`src/rtl/pc_seq_pkg.sv`:
```
package pc_seq_pkg;

    typedef enum logic [2:0] {
        ST_IDLE,
        ST_REF,
        ST_ARMED,
        ST_CAPTURE,
        ST_PROCESS,
        ST_KICK,
        ST_SEND,
        ST_PLAY
    } seq_state_e;

endpackage

```
`src/rtl/pc_play_timer.sv`:
```
module pc_play_timer #(
    parameter int CNT_W = 24
) (
    input  logic             clk,
    input  logic             rst_n,
    input  logic             load,
    input  logic             run,
    input  logic [CNT_W-1:0] len,
    output logic             last
);

    localparam logic [CNT_W-1:0] ONE = CNT_W'(1);

    logic [CNT_W-1:0] rem_q;

    // Length zero is promoted to a single cycle.
    always_ff @(posedge clk or negedge rst_n) begin
        if (!rst_n) begin
            rem_q <= '0;
        end else if (load) begin
            rem_q <= (len == '0) ? ONE : len;
        end else if (run && rem_q != '0) begin
            rem_q <= rem_q - ONE;
        end
    end

    assign last = (rem_q == ONE);

endmodule

```
`src/rtl/pc_lat_meter.sv`:
```
module pc_lat_meter #(
    parameter int LAT_W = 24
) (
    input  logic             clk,
    input  logic             rst_n,
    input  logic             start,
    input  logic             run,
    input  logic             capture,
    output logic [LAT_W-1:0] lat
);

    localparam logic [LAT_W-1:0] ONE  = LAT_W'(1);
    localparam logic [LAT_W-1:0] SATV = '1;

    logic [LAT_W-1:0] cnt_q;

    // The edge that sees exposure counts as the first edge.
    always_ff @(posedge clk or negedge rst_n) begin
        if (!rst_n) begin
            cnt_q <= '0;
        end else if (start) begin
            cnt_q <= ONE;
        end else if (run && cnt_q != SATV) begin
            cnt_q <= cnt_q + ONE;
        end
    end

    always_ff @(posedge clk or negedge rst_n) begin
        if (!rst_n) begin
            lat <= '0;
        end else if (capture) begin
            lat <= cnt_q;
        end
    end

endmodule

```
`src/rtl/pc_loop_sequencer.sv`:
```
module pc_loop_sequencer
    import pc_seq_pkg::*;
#(
    parameter int PLAY_W = 24,
    parameter int LAT_W  = 24
) (
    input  logic              clk,
    input  logic              rst_n,
    input  logic              start_i,
    input  logic              stop_i,
    input  logic              cam_expose_i,
    input  logic              cam_xfer_done_i,
    input  logic              map_ready_i,
    input  logic              link_done_i,
    input  logic [PLAY_W-1:0] play_cycles_i,
    output logic              mirrors_off_o,
    output logic              link_start_o,
    output logic              shutter_open_o,
    output logic              obs_trig_o,
    output logic              apd_gate_o,
    output logic [LAT_W-1:0]  lat_cycles_o
);

    seq_state_e state_q, state_d;
    logic       stop_q;
    logic       stop_any;
    logic       play_last;
    logic       iter_go;
    logic       play_enter;
    logic       meas_run;

    assign stop_any   = stop_q | stop_i;
    assign iter_go    = (state_q == ST_ARMED) && cam_expose_i && !stop_any;
    assign play_enter = (state_q == ST_SEND) && link_done_i;
    assign meas_run   = (state_q == ST_CAPTURE) || (state_q == ST_PROCESS) ||
                        (state_q == ST_KICK)    || (state_q == ST_SEND);

    // Pending stop: held until the controller parks.
    always_ff @(posedge clk or negedge rst_n) begin
        if (!rst_n) begin
            stop_q <= 1'b0;
        end else if (state_q == ST_IDLE) begin
            stop_q <= 1'b0;
        end else if (stop_i) begin
            stop_q <= 1'b1;
        end
    end

    // State register.
    always_ff @(posedge clk or negedge rst_n) begin
        if (!rst_n) begin
            state_q <= ST_IDLE;
        end else begin
            state_q <= state_d;
        end
    end

    // Transitions.
    always_comb begin
        state_d = state_q;
        unique case (state_q)
            ST_IDLE:    if (start_i) state_d = ST_REF;
            ST_REF:     if (cam_xfer_done_i) state_d = ST_ARMED;
            ST_ARMED: begin
                if (stop_any)          state_d = ST_IDLE;
                else if (cam_expose_i) state_d = ST_CAPTURE;
            end
            ST_CAPTURE: if (cam_xfer_done_i) state_d = ST_PROCESS;
            ST_PROCESS: if (map_ready_i) state_d = ST_KICK;
            ST_KICK:    state_d = ST_SEND;
            ST_SEND:    if (link_done_i) state_d = ST_PLAY;
            ST_PLAY: begin
                if (play_last) state_d = stop_any ? ST_IDLE : ST_ARMED;
            end
        endcase
    end

    // Outputs.
    always_comb begin
        mirrors_off_o  = 1'b1;
        link_start_o   = 1'b0;
        shutter_open_o = 1'b1;
        obs_trig_o     = 1'b0;
        apd_gate_o     = 1'b0;
        unique case (state_q)
            ST_IDLE, ST_ARMED, ST_CAPTURE, ST_PROCESS: begin
            end
            ST_REF: begin
                shutter_open_o = 1'b0;
            end
            ST_KICK: begin
                mirrors_off_o  = 1'b0;
                link_start_o   = 1'b1;
                shutter_open_o = 1'b0;
            end
            ST_SEND: begin
                mirrors_off_o  = 1'b0;
                shutter_open_o = 1'b0;
            end
            ST_PLAY: begin
                mirrors_off_o  = 1'b0;
                shutter_open_o = 1'b0;
                obs_trig_o     = 1'b1;
                apd_gate_o     = 1'b1;
            end
        endcase
    end

    pc_play_timer #(
        .CNT_W (PLAY_W)
    ) u_timer (
        .clk   (clk),
        .rst_n (rst_n),
        .load  (play_enter),
        .run   (state_q == ST_PLAY),
        .len   (play_cycles_i),
        .last  (play_last)
    );

    pc_lat_meter #(
        .LAT_W (LAT_W)
    ) u_lat (
        .clk     (clk),
        .rst_n   (rst_n),
        .start   (iter_go),
        .run     (meas_run),
        .capture (play_enter),
        .lat     (lat_cycles_o)
    );

endmodule

```
`config.mk`:
```
export PLATFORM = sky130hd
export DESIGN_NAME = pc_loop_sequencer
export DESIGN_NICKNAME = d
export VERILOG_FILES = /design/src/rtl/pc_seq_pkg.sv /design/src/rtl/pc_play_timer.sv /design/src/rtl/pc_lat_meter.sv /design/src/rtl/pc_loop_sequencer.sv
export SDC_FILE = /design/constraint.sdc
export NUM_CORES = 1
export LEC_CHECK = 0
export BUFFER_PORTS_ARGS = -buffer_cell sky130_fd_sc_hd__buf_2
export CORE_MARGIN = 2
export CORE_UTILIZATION = 40
export CTS_CLUSTER_SIZE = 30
export DETAILED_ROUTE_END_ITERATION = 8
export HOLD_SLACK_MARGIN = 0.1
export SETUP_SLACK_MARGIN = 0.4
export SKIP_CTS_REPAIR_TIMING = 1
export SYNTH_ARGS = -nofsm -noshare
export SYNTH_HDL_FRONTEND = slang
export SYNTH_SLANG_ARGS = --single-unit
```
`constraint.sdc`:
```
create_clock -name clk -period 3.5 [get_ports clk]
set_clock_uncertainty 0.05 [all_clocks]
set_input_delay 0.7 -clock clk [delete_from_list [all_inputs] [get_ports clk]]
set_output_delay 0.7 -clock clk [all_outputs]
set_load 0.005 [all_outputs]
```
==> run metrics <==
outcome=completed; CTS tree=done; initial antenna violation count=0; most common cell after layout, fill and taps aside=nand2_1; number of global-route vias before repair=3476; Placed Area=0.004557 mm^2; maximum VDD drop=0.2698 mV; simple-gate area share of the yosys netlist=29.86%; Port Buffer Count=60; YS warnings=0; Num CTS Buffers=9; gp weighted congestion=0.8157; vias per cell=5.527; final setup violation count=0; mapped cell area=0.004161 mm^2; Peak Freq=0.3751 GHz; ys flop type=dfrtp_1; Antenna Cells=0; post-route cell area=0.004745 mm^2; worst slew pin tran=966.7 ps; Routed Antenna Nets=0; clk_lat worst skew=360 ps; share of cells above drive strength 1=19.92%; htree depth=3; Post-synth EDFFs=0; drt wl/cell=15.37 um; Post-synth ARST share=100.0%; routed via count=3609; clock sink total=76; Slew headroom=35.55%; compound-gate portion of the synthesized area=13.56%; Worst Path Arrival=2860 ps; grt total ovfl=0; max_cap viols=0; Filler cells=1013; XOR/XNOR Fraction of Synth Area=4.420%; die height=106 um; Synth Register Bits=76; Max clock buf depth=2; Setup crit start kind=flop; commonest cells after routing, fill and taps aside=104 x nand2_1, 76 x dfrtp_1, 59 x buf_2; Pleak=2.046 nW; clock root cell=clkbuf_8; first-pass GRT wire length=16810 um; nets@finish=548; Tcrit/Tclk final=76.17%; post-layout min period=2666 ps; critical path class=flop to flop; Netlist cell types=60; # rows=37; post-synthesis sequential area ratio=45.70%; Slew Limit Fails=0; unrepaired setup endpoints after global routing=false; Critical Path Slowest Stage Cell=or4b_2; Hold WC Path Type=input pin to async pin; Layout area overhead=14.01%; Final Non-Filler Cells=653; Critical Path RT=3690 ps; hpwl dp=7093 um; gr usage total=18.72%; largest family of logic cells by synthesized area=simple AND/OR/NAND/NOR gates; core area=0.01023 mm^2; Residual DRC=0; Inst Count DP=637; post-synthesis area per instance=9.106 um^2; worst path cell trace=inv_1 -> ha_1 -> or4b_2 -> nor2_1 -> or4b_2 -> o211ai_1 -> o211ai_1; post-synthesis adder-cell area fraction=1.203%; Mapped Nets=493; clk slew on worst S/H paths=90 ps; IO Pins=61; crit-path leading delay family=simple AND/OR/NAND/NOR gates; crit path buf inv count=1; DRT iter0 DRCs=178; Die ar.=0.01124 mm^2; Post-Route WL=10040 um; mux cell area share after synthesis=1.323%; post-route setup TNS=0 ps; Cell Pwr Density=781.9 mW/mm^2; Syn Inst Count=457; Critical Path Max Stage Delay=650 ps; crit end category=flop; Die W=106 um; Initial Utilization=40.68%; Final Hold Viols=0; Critical Path Fanout Max=4; largest net degree at the start of global routing=77; Pre-antenna DRT Iters=4
[registers in the layout (all words and copies together), names as in the netlist]
name / flops
u_timer.rem_q: 24
u_lat.cnt_q: 24
state_q: 3
stop_q: 1
u_lat.lat: 24
[logic make-up (layout without fill, tap and decap cells)]
| kind of cell | Yosys count | in the layout |
|---|---|---|
| fa+ha+maj | 4 | 4 |
| flops | 76 | 76 |
| simple gates | 239 | 239 |
| buf+inv | 32 | 92 |
| xor+xnor | 21 | 21 |
| mux | 5 | 5 |
| compound gates | 80 | 80 |
[worst paths after layout]
path                                              start                       endpoint  slack (ps)  cells after the start
max                        u_timer.rem_q[0]$_DFFE_PN0P_  u_timer.rem_q[12]$_DFFE_PN0P_         830                      7
max reg2reg                u_timer.rem_q[0]$_DFFE_PN0P_  u_timer.rem_q[12]$_DFFE_PN0P_         830                      7
min reg2reg                   u_lat.lat[13]$_DFFE_PN0P_      u_lat.lat[13]$_DFFE_PN0P_         420                      2
min in group clk              u_lat.lat[13]$_DFFE_PN0P_      u_lat.lat[13]$_DFFE_PN0P_         420                      2
max in group asynchronous                         rst_n         state_q[0]$_DFFE_PN0P_        2320                      1
min                                               rst_n   u_timer.rem_q[9]$_DFFE_PN0P_         410                      1
[final cells by class]
cell class | instances | area [um^2] | area share (%)
multi-input cells | 349 | 2096 | 44.17
flip-flops and latches | 76 | 1902 | 40.08
well taps | 136 | 170.2 | 3.586
clock inverters | 3 | 18.77 | 0.3956
inverters | 9 | 33.78 | 0.7120
repair buffers | 67 | 355.3 | 7.489
clock buffers | 13 | 168.9 | 3.560
[cells in the mapped netlist (2+ instances only)]
library cell	n	area [um^2]
and3_1	4	25.02
or4_1	7	52.55
or2_2	2	12.51
or4_4	2	22.52
nand4b_1	2	17.52
nand2b_1	2	12.51
o21a_1	2	15.01
nor4_1	16	100.1
ha_1	4	50.05
xnor2_1	7	61.31
nand3_1	22	110.1
mux2i_1	4	40.04
or3_1	6	37.54
o2111ai_1	3	26.28
and3b_1	2	17.52
xor2_1	14	122.6
o311ai_0	4	35.03
or4b_2	2	20.02
or3_2	2	15.01
nor4_4	2	42.54
inv_1	9	33.78
nor3b_1	3	22.52
nor2_1	24	90.09
clkbuf_1	16	60.06
and4_1	5	43.79
a32oi_1	3	26.28
a31oi_1	3	18.77
o21ai_0	19	95.09
dfrtp_1	76	1902
nor3_1	12	60.06
nand4_1	11	68.82
o31ai_1	10	75.07
nand3_2	2	20.02
a21oi_1	11	55.05
o211ai_1	12	90.09
clkbuf_8	3	41.29
o21ai_2	2	17.52
buf_2	2	10.01
nand2_1	104	390.4
[layer usage]
metal  global-route usage, %  vias up  wire, um
met5                       0        -         0
met4                   7.143        0       164
met3                   2.759       14       349
met2                   30.18       94      4604
met1                   25.57     1724      4920
li1                        -     1777         -
[where the power goes]
part	internal [mW]	switching (mW)	leakage, nW
clock network	0.317	0.339	0.0998
logic	0.602	0.647	1.02
registers	1.30	0.508	0.923
total	2.22	1.49	2.05
[through the flow]
stage	power, mW	hold slack [ps]	utilization [%]	setup WS (ps)
2_1_floorplan	2.628	354.4	-	997.1
3_3_place_gp	3.006	404.7	44.54	910.5
3_5_place_dp	3.059	408.8	44.54	827.7
6_report	3.710	413.5	46.37	834.0
4_1_cts	3.733	428.7	46.37	840.5
5_1_grt	4.012	444.9	46.37	677.7
Note: power is estimated with default switching activity, not from simulation.
